$ cat config.mk
export PLATFORM = sky130hd
export DESIGN_NAME = s2_fault_check
export DESIGN_NICKNAME = d
export VERILOG_FILES = /design/src/rtl/s2fc_pkg.sv /design/src/rtl/s2fc_align.sv /design/src/rtl/s2fc_perm.sv /design/src/rtl/s2fc_result_reg.sv /design/src/rtl/s2_fault_check.sv
export SDC_FILE = /design/constraint.sdc
export NUM_CORES = 1
export LEC_CHECK = 0
export ABC_AREA = 1
export BUFFER_PORTS_ARGS = -buffer_cell sky130_fd_sc_hd__buf_4
export CAP_MARGIN = 20
export CORE_AREA = 10 10 47 49
export DETAILED_ROUTE_END_ITERATION = 8
export DIE_AREA = 0 0 57 59
export PLACE_DENSITY = 0.64
export SYNTH_ARGS = -nofsm -noshare
export SYNTH_HDL_FRONTEND = slang
export SYNTH_SLANG_ARGS = --single-unit
export TNS_END_PERCENT = 20
$ cat constraint.sdc
create_clock -name clk -period 0.8 [get_ports clk]
set_input_delay 0.12 -clock clk [delete_from_list [all_inputs] [get_ports clk]]
set_output_delay 0.12 -clock clk [all_outputs]
set_load 0.1 [all_outputs]
$ cat src/rtl/s2fc_pkg.sv
// Shared encodings for the second-stage fault checker.
// Assumes: acc_kind encodings 2'b11 are never driven (treated as a data read).
package s2fc_pkg;
    typedef enum logic [1:0] {
        ACC_FETCH = 2'd0,
        ACC_READ  = 2'd1,
        ACC_WRITE = 2'd2
    } acc_kind_e;

    typedef enum logic [1:0] {
        FK_NONE  = 2'd0,
        FK_ALIGN = 2'd1,
        FK_PERM  = 2'd2
    } fault_kind_e;

    localparam int AP_RD_BIT = 1;
    localparam int AP_WR_BIT = 2;
endpackage

$ cat src/rtl/s2fc_align.sv
// Alignment screen: flags unaligned data accesses to device memory.
// Assumes walk fetches are always aligned, so they are excluded.
module s2fc_align
    import s2fc_pkg::*;
(
    input  acc_kind_e kind,
    input  logic      is_aligned,
    input  logic      is_device,
    input  logic      walk,
    output logic      align_fail,
    output logic      align_write
);
    // Combinational alignment decision and its direction.
    always_comb begin
        align_fail  = !is_aligned && is_device && (kind != ACC_FETCH) && !walk;
        align_write = (kind == ACC_WRITE);
    end
endmodule

$ cat src/rtl/s2fc_perm.sv
// Permission screen: chooses which permission bit governs the access,
// then evaluates the protected-walk rule for walk fetches.
// Assumes perm_ap bit positions from the package.
module s2fc_perm
    import s2fc_pkg::*;
(
    input  acc_kind_e  kind,
    input  logic [2:0] ap,
    input  logic       xn,
    input  logic       walk,
    input  logic       is_device,
    input  logic       prot_en,
    output logic       perm_fail,
    output logic       perm_write,
    output logic       prot_fail
);
    logic unused_ap0;
    assign unused_ap0 = ap[0];

    // Select the governing permission bit and report direction.
    always_comb begin
        perm_write = 1'b0;
        if (!walk && kind == ACC_FETCH) begin
            perm_fail = xn;
        end else if (!walk && kind == ACC_WRITE) begin
            perm_fail  = !ap[AP_WR_BIT];
            perm_write = 1'b1;
        end else begin
            perm_fail = !ap[AP_RD_BIT];
        end
    end

    // Protected-walk rule, meaningful only when permission passed.
    always_comb begin
        prot_fail = walk && is_device && prot_en && !perm_fail;
    end
endmodule

$ cat src/rtl/s2fc_result_reg.sv
// Result register: captures the chosen fault on each strobe and pulses
// out_valid one cycle later. Holds the result between strobes.
module s2fc_result_reg
    import s2fc_pkg::*;
#(
    parameter int LVL_W = 2
) (
    input  logic             clk,
    input  logic             rst_n,
    input  logic             in_valid,
    input  fault_kind_e      kind_d,
    input  logic             write_d,
    input  logic [LVL_W-1:0] level_d,
    output logic             out_valid,
    output logic             fault_valid,
    output fault_kind_e      fault_kind,
    output logic             fault_is_write,
    output logic [LVL_W-1:0] fault_level
);
    // Strobe delay and result capture.
    always_ff @(posedge clk) begin
        if (!rst_n) begin
            out_valid      <= 1'b0;
            fault_valid    <= 1'b0;
            fault_kind     <= FK_NONE;
            fault_is_write <= 1'b0;
            fault_level    <= '0;
        end else begin
            out_valid <= in_valid;
            if (in_valid) begin
                fault_valid    <= (kind_d != FK_NONE);
                fault_kind     <= kind_d;
                fault_is_write <= (kind_d != FK_NONE) && write_d;
                fault_level    <= (kind_d != FK_NONE) ? level_d : '0;
            end
        end
    end

    assert_valid_follows_strobe_R2: assert property (@(posedge clk) disable iff (!rst_n)
        in_valid |=> out_valid);
    assert_no_spurious_valid_R2: assert property (@(posedge clk) disable iff (!rst_n)
        !in_valid |=> !out_valid);
    assert_hold_between_strobes_R2: assert property (@(posedge clk) disable iff (!rst_n)
        !in_valid |=> ($stable(fault_kind) && $stable(fault_level) && $stable(fault_is_write)));
    assert_valid_matches_kind_R10: assert property (@(posedge clk) disable iff (!rst_n)
        fault_valid == (fault_kind != FK_NONE));
    assert_clean_when_no_fault_R9: assert property (@(posedge clk) disable iff (!rst_n)
        !fault_valid |-> (!fault_is_write && fault_level == '0));
endmodule

$ cat src/rtl/s2_fault_check.sv
// Second-stage access fault checker (top).
// Combines the alignment and permission screens in fixed priority:
// alignment, then permission, then protected walk; a disabled stage
// suppresses all. Result registered by s2fc_result_reg.
module s2_fault_check
    import s2fc_pkg::*;
#(
    parameter int LVL_W = 2
) (
    input  logic             clk,
    input  logic             rst_n,
    input  logic             in_valid,
    input  logic [2:0]       perm_ap,
    input  logic             perm_xn,
    input  logic             mem_is_device,
    input  logic [1:0]       acc_kind,
    input  logic             is_aligned,
    input  logic             walk_fetch,
    input  logic             prot_walk_en,
    input  logic             stage_en_vm,
    input  logic             stage_en_dc,
    input  logic [LVL_W-1:0] level,
    output logic             out_valid,
    output logic             fault_valid,
    output logic [1:0]       fault_kind,
    output logic             fault_is_write,
    output logic [LVL_W-1:0] fault_level
);
    acc_kind_e   kind;
    logic        stage_on;
    logic        align_fail, align_write;
    logic        perm_fail, perm_write, prot_fail;
    fault_kind_e kind_d;
    logic        write_d;
    fault_kind_e kind_q;

    assign kind     = acc_kind_e'(acc_kind);
    assign stage_on = stage_en_vm || stage_en_dc;

    s2fc_align u_align (
        .kind        (kind),
        .is_aligned  (is_aligned),
        .is_device   (mem_is_device),
        .walk        (walk_fetch),
        .align_fail  (align_fail),
        .align_write (align_write)
    );

    s2fc_perm u_perm (
        .kind       (kind),
        .ap         (perm_ap),
        .xn         (perm_xn),
        .walk       (walk_fetch),
        .is_device  (mem_is_device),
        .prot_en    (prot_walk_en),
        .perm_fail  (perm_fail),
        .perm_write (perm_write),
        .prot_fail  (prot_fail)
    );

    // Priority select of the single reported fault.
    always_comb begin
        kind_d  = FK_NONE;
        write_d = 1'b0;
        if (stage_on) begin
            if (align_fail) begin
                kind_d  = FK_ALIGN;
                write_d = align_write;
            end else if (perm_fail) begin
                kind_d  = FK_PERM;
                write_d = perm_write;
            end else if (prot_fail) begin
                kind_d  = FK_PERM;
                write_d = 1'b0;
            end
        end
    end

    s2fc_result_reg #(.LVL_W(LVL_W)) u_reg (
        .clk            (clk),
        .rst_n          (rst_n),
        .in_valid       (in_valid),
        .kind_d         (kind_d),
        .write_d        (write_d),
        .level_d        (level),
        .out_valid      (out_valid),
        .fault_valid    (fault_valid),
        .fault_kind     (kind_q),
        .fault_is_write (fault_is_write),
        .fault_level    (fault_level)
    );
    assign fault_kind = kind_q;

    assert_disabled_no_fault_R3: assert property (@(posedge clk) disable iff (!rst_n)
        (in_valid && !stage_en_vm && !stage_en_dc) |=> !fault_valid);
    assert_align_first_R4: assert property (@(posedge clk) disable iff (!rst_n)
        (in_valid && stage_on && !is_aligned && mem_is_device && !walk_fetch
         && acc_kind != 2'd0) |=> (fault_kind == 2'd1));
    assert_xn_fetch_R5: assert property (@(posedge clk) disable iff (!rst_n)
        (in_valid && stage_on && acc_kind == 2'd0 && !walk_fetch && perm_xn)
        |=> (fault_kind == 2'd2 && !fault_is_write));
    assert_write_perm_R6: assert property (@(posedge clk) disable iff (!rst_n)
        (in_valid && stage_on && acc_kind == 2'd2 && !walk_fetch && !perm_ap[2]
         && (is_aligned || !mem_is_device)) |=> (fault_kind == 2'd2 && fault_is_write));
    assert_walk_read_R7: assert property (@(posedge clk) disable iff (!rst_n)
        (in_valid && stage_on && walk_fetch && !perm_ap[1])
        |=> (fault_kind == 2'd2 && !fault_is_write));
    assert_prot_walk_R8: assert property (@(posedge clk) disable iff (!rst_n)
        (in_valid && stage_on && walk_fetch && mem_is_device && prot_walk_en)
        |=> (fault_kind == 2'd2 && !fault_is_write));
    assert_level_on_fault_R9: assert property (@(posedge clk) disable iff (!rst_n)
        (in_valid && stage_on && walk_fetch && !perm_ap[1]) |=> (fault_level == $past(level)));
endmodule

; ---- Yosys cells after proc, flatten, opt, wreduce, memory -nomap -nowiden
; Cells that the tools add are included.
[classes]
add_sub_neg = 0
n_mul = 0
div_mod_pow = 0
n_lt_le_gt_ge = 0
eq_ne = 1
shift = 0
muxes = 12
bitwise = 0
n_reduce_logical = 18
[op_table]
columns = cell, count
row1 = two-way mux 2 bit, 5
row2 = logical AND 1 bit, 9
row3 = two-way mux 1 bit, 7
row4 = zero test 1 bit, 5
row5 = nonzero test 2 bit, 2
row6 = equality test 2 bit (second input constant), 1
row7 = zero test 2 bit, 1
row8 = logical OR 1 bit, 1
[totals]
regBits = 7
latch_bits = 0
ramBits = 0
mem_bits_ro = 0
n_memories = 0

; ---- Logic depth before layout (Yosys ltp)
[logic_depth]
ltp_word = 12
ltp_mapped = 9
ltp_nobuf = 9

; ---- Cells and area by module
; Synthesis repeated with hierarchy kept, for this count alone.
[unflattened]
hier_cells = 63
area_unflattened_um2 = 380.4
[by_module_without_submodules]
columns = mod, n_inst, cells_each, area_per_inst_um2
row1 = s2fc_result_reg, 1, 29, 232.7
row2 = s2fc_perm, 1, 14, 62.6
row3 = s2_fault_check, 1, 13, 57.6
row4 = s2fc_align, 1, 7, 27.5

; ---- Worst setup path after synthesis
; OpenSTA, ideal clock, no wires.
[synth_path]
kind = reg2reg
from = register u_reg.fault_valid (netlist name)
to = register u_reg.fault_valid
arrival_ns = 1.221
required_ns = 0.744
slack_ns = -0.477
path_stages_with_launch = 5
n_path_buf = 0
period_less_slack_ns = 1.277
path_cell_list = dfxtp_1 > inv_1 > nor2_1 > o21ai_1 > inv_1
[synth_rtl]
columns = item, line_no
row1 = "end signal, assigned", s2fc_result_reg.sv:31  ; fault_valid <= (kind_d != FK_NONE);
row2 = "end, declared", s2fc_result_reg.sv:15  ; output logic fault_valid,

; ---- Worst setup path after layout
[layout_path]
from = register u_reg.fault_valid
to = output fault_valid
[layout_rtl]
columns = item, line_no
row1 = "end, declared", s2_fault_check.sv:24  ; output logic fault_valid,
; No word-level cell between the ends.

==> impl_metrics.yaml <==
yosys:
  synth_cell_types: 14
  syn_nets: 66
  avgSynthCellArea_um2: 6.97
  ys_ff_latch: 7
  mappedNetlistArea_um2: 342
  synth_seq_area_share: 0.410
  syn-instance-count: 49
  yosysWarnings: 0
drt:
  avgRoutedWirePerCell_um: 11.4
  first_pass_iters: 3
  remaining_drc_errors: 0
  route.detailed.vias_per_inst: 4.27
  vias: 414
  drt_iter0_drc: 4
  antenna_violating_nets_post_route: 0
  drt-total-wl_um: 1100
die:
  die_width_um: 57
  design.die.area_um2: 3360
  row_count: 14
  start_util: 0.244
  io-pin-count: 24
  die_y_um: 59
  fp.coreArea_um2: 1400
timing:
  final-setup-viol-count: 7
  period_share: 1.14
  setup_ws_ns: -0.110
  holdWs_ns: 0.0812
  unrepaired_setup_endpoints_after_global_routing: "true"
  fin_tns_setup_ns: -0.695
  fin_worst_skew_ns: 0
  finalMaxSlewViolations: 0
  max-slew-margin-rel: 0.838
  final.min_clock_period_ns: 0.910
  worst-slew-pin-transition_ns: 0.243
  clock.fmax_mhz: 1100
  report.final.hold_viol_count: 0
global_route:
  grt.busiest_layer: "met2"
  use_met2: 0.115
  grtUsageMet3: 0.0429
  grt_pass1_vias: 418
  grt.total_usage: 0.0709
  grt.met1_usage: 0.0654
  largest_net_degree_at_the_start_of_global_routing: 6
  grt_antenna_before_repair: 0
  grt_first_pass_wirelength_um: 1830
  globalRouteOverflowTotal: 0
power_and_ir_drop:
  vdd_drop_max_mv: 1.00
  areal_power_density_over_the_cells_nw_per_um2: 1500
  total_leakage_power_nw: 0.336
setup_path:
  worst_setup_path_startpoint: "u_reg.fault_valid"
  timing.critical_path.depth: 1
  critical_path.startpoint_type: "register"
  regToRegEndpoint: "u_reg.fault_valid"
  worst_path_max_delay_cell: "sky130_fd_sc_hd__dfxtp_4"
  cp_data_arrival_time_ns: 0.79
  slowest_delay_ns: 0.36
  worstSetupEndpointType: "output pin"
  crit_path_max_fanout: 2
  cp_cell_sequence: "buf_12"
  cp_capture_point: "fault_valid"
  cp_num_buf_inv: 1
  r2r_setup_slack_ns: 0.10
  worstRegToRegCells: 4
  crit_family: "flip-flops"
  critical_path_required_ns: 0.68
  criticalPathCategory: "reg2out"
  source_of_the_worst_register_to_register_timing_path: "u_reg.fault_valid"
layout:
  final_util: 0.507
  number_of_nets_in_the_layout: 99
  area.growth.synth_to_final_pct: 108
  n_diodes: 0
  nFillCells: 145
  final_layout_size_suffix_gt1_frac: 0.580
  fin_area_um2: 711
  regArea_um2: 154
  multi_input_area_um2: 186
cts:
  cts.reportedPaths.clkPinSlew_ns: 0.06
  numCtsBuffers: 3
  clk-insertion-delay-late_ns: 0.26
  cts.htree.levels: 1
  cts_hold_repair.buffers: 0
  clockBufferDepth: 2
  cts.root.buffer_cell: "sky130_fd_sc_hd__clkbuf_4"
  clock_sinks: 7
  cts_tree: "built"
place:
  placed_area_um2: 583
  gpl.final_weighted_congestion: 0.727
  place_hpwl_um: 867
  placement.io_buffers: 22
  detailedPlace.worstSlack_ns: -0.217
min_path:
  hold_class: "in2reg"
outcome:
  run_status: "finished, violations left"
  failed_checks: "setup timing"
flow_run:
  cap_violations: 0
## area by class of cell
class                      count  share of cell area
tap                           16              0.0282
multi-input combinational     35               0.262
timing repair buffer          28               0.419
inverter                       7              0.0370
sequential                     7               0.217
clock buffer                   4              0.0370
## Yosys cell counts
master                      n  area share
sky130_fd_sc_hd__nand3_1    5       0.073
sky130_fd_sc_hd__nor2_4     1       0.033
sky130_fd_sc_hd__nand3b_1   1       0.022
sky130_fd_sc_hd__o21ai_1    2       0.029
sky130_fd_sc_hd__inv_1      6       0.066
sky130_fd_sc_hd__a21oi_1    5       0.073
sky130_fd_sc_hd__o21ai_0    1       0.015
sky130_fd_sc_hd__nor2_1     4       0.044
sky130_fd_sc_hd__nand2_2    3       0.055
sky130_fd_sc_hd__nand2_1   11        0.12
sky130_fd_sc_hd__dfxtp_1    7        0.41
sky130_fd_sc_hd__nand3_2    1       0.029
sky130_fd_sc_hd__inv_2      1       0.011
sky130_fd_sc_hd__nor2_2     1       0.018
## flip-flops by register name, summed over array words and instances (netlist names)
| register | count |
|---|---|
| u_reg.fault_kind | 2 |
| u_reg.fault_level | 2 |
| u_reg.fault_valid | 1 |
| u_reg.fault_is_write | 1 |
| u_reg.out_valid | 1 |
## layout by cell type (no fill, tap or decap), types with 2 or more instances in the layout
cell type	count
sky130_fd_sc_hd__buf_4	21
sky130_fd_sc_hd__buf_12	7
sky130_fd_sc_hd__nand2_1	10
sky130_fd_sc_hd__dfxtp_4	2
sky130_fd_sc_hd__nor2_1	4
sky130_fd_sc_hd__clkbuf_4	3
sky130_fd_sc_hd__o21ai_1	2
sky130_fd_sc_hd__nand3_1	5
sky130_fd_sc_hd__a21oi_1	4
sky130_fd_sc_hd__nor2_4	2
sky130_fd_sc_hd__dfxtp_2	5
sky130_fd_sc_hd__inv_1	6
sky130_fd_sc_hd__nand2_2	4
## worst min-delay path by stage
stage / to / start / slack, ns / cells after the start
2_1_floorplan: u_reg.out_valid / in_valid / 0.21 / 2
3_3_place_gp: u_reg.out_valid / rst_n / 0.33 / 3
3_5_place_dp: u_reg.out_valid / rst_n / 0.34 / 3
4_1_cts: u_reg.fault_valid / rst_n / 0.07 / 3
5_1_grt: u_reg.fault_valid / rst_n / 0.07 / 3
6_report: u_reg.fault_valid / rst_n / 0.08 / 3
## layer usage
| layer | routed length [µm] | share of wire |
|---|---|---|
| met2 | 620 | 0.56 |
| met1 | 370 | 0.34 |
| met4 | 35 | 0.032 |
| met3 | 76 | 0.069 |
| met5 | 0 | 0 |
## report_power, final
group / internal, W / switching [W]
logic: 0.000153 / 0.000198
clock network: 0.000191 / 0.000141
registers: 0.000365 / 0.0000162
## stage by stage
step,power (W),std cells
floorplan,0.000567,49
global placement,0.000685,93
detailed placement,0.000686,93
CTS,0.00106,97
global route,0.00113,97
finish,0.00106,97
## timing repair
action	in CTS	in global routing
buffers inserted	0	0
gates resized for setup	21	4
endpoints found under the setup margin	7	10
pin swaps	0	0
## kinds of logic after synthesis
logic type	share of synthesized area
AOI/OAI and AO/OA	0.117
buffers and inverters	0.0769
DFF	0.410
and+or+nand+nor	0.396
No activity file was read; power rests on OpenSTA's default activity.
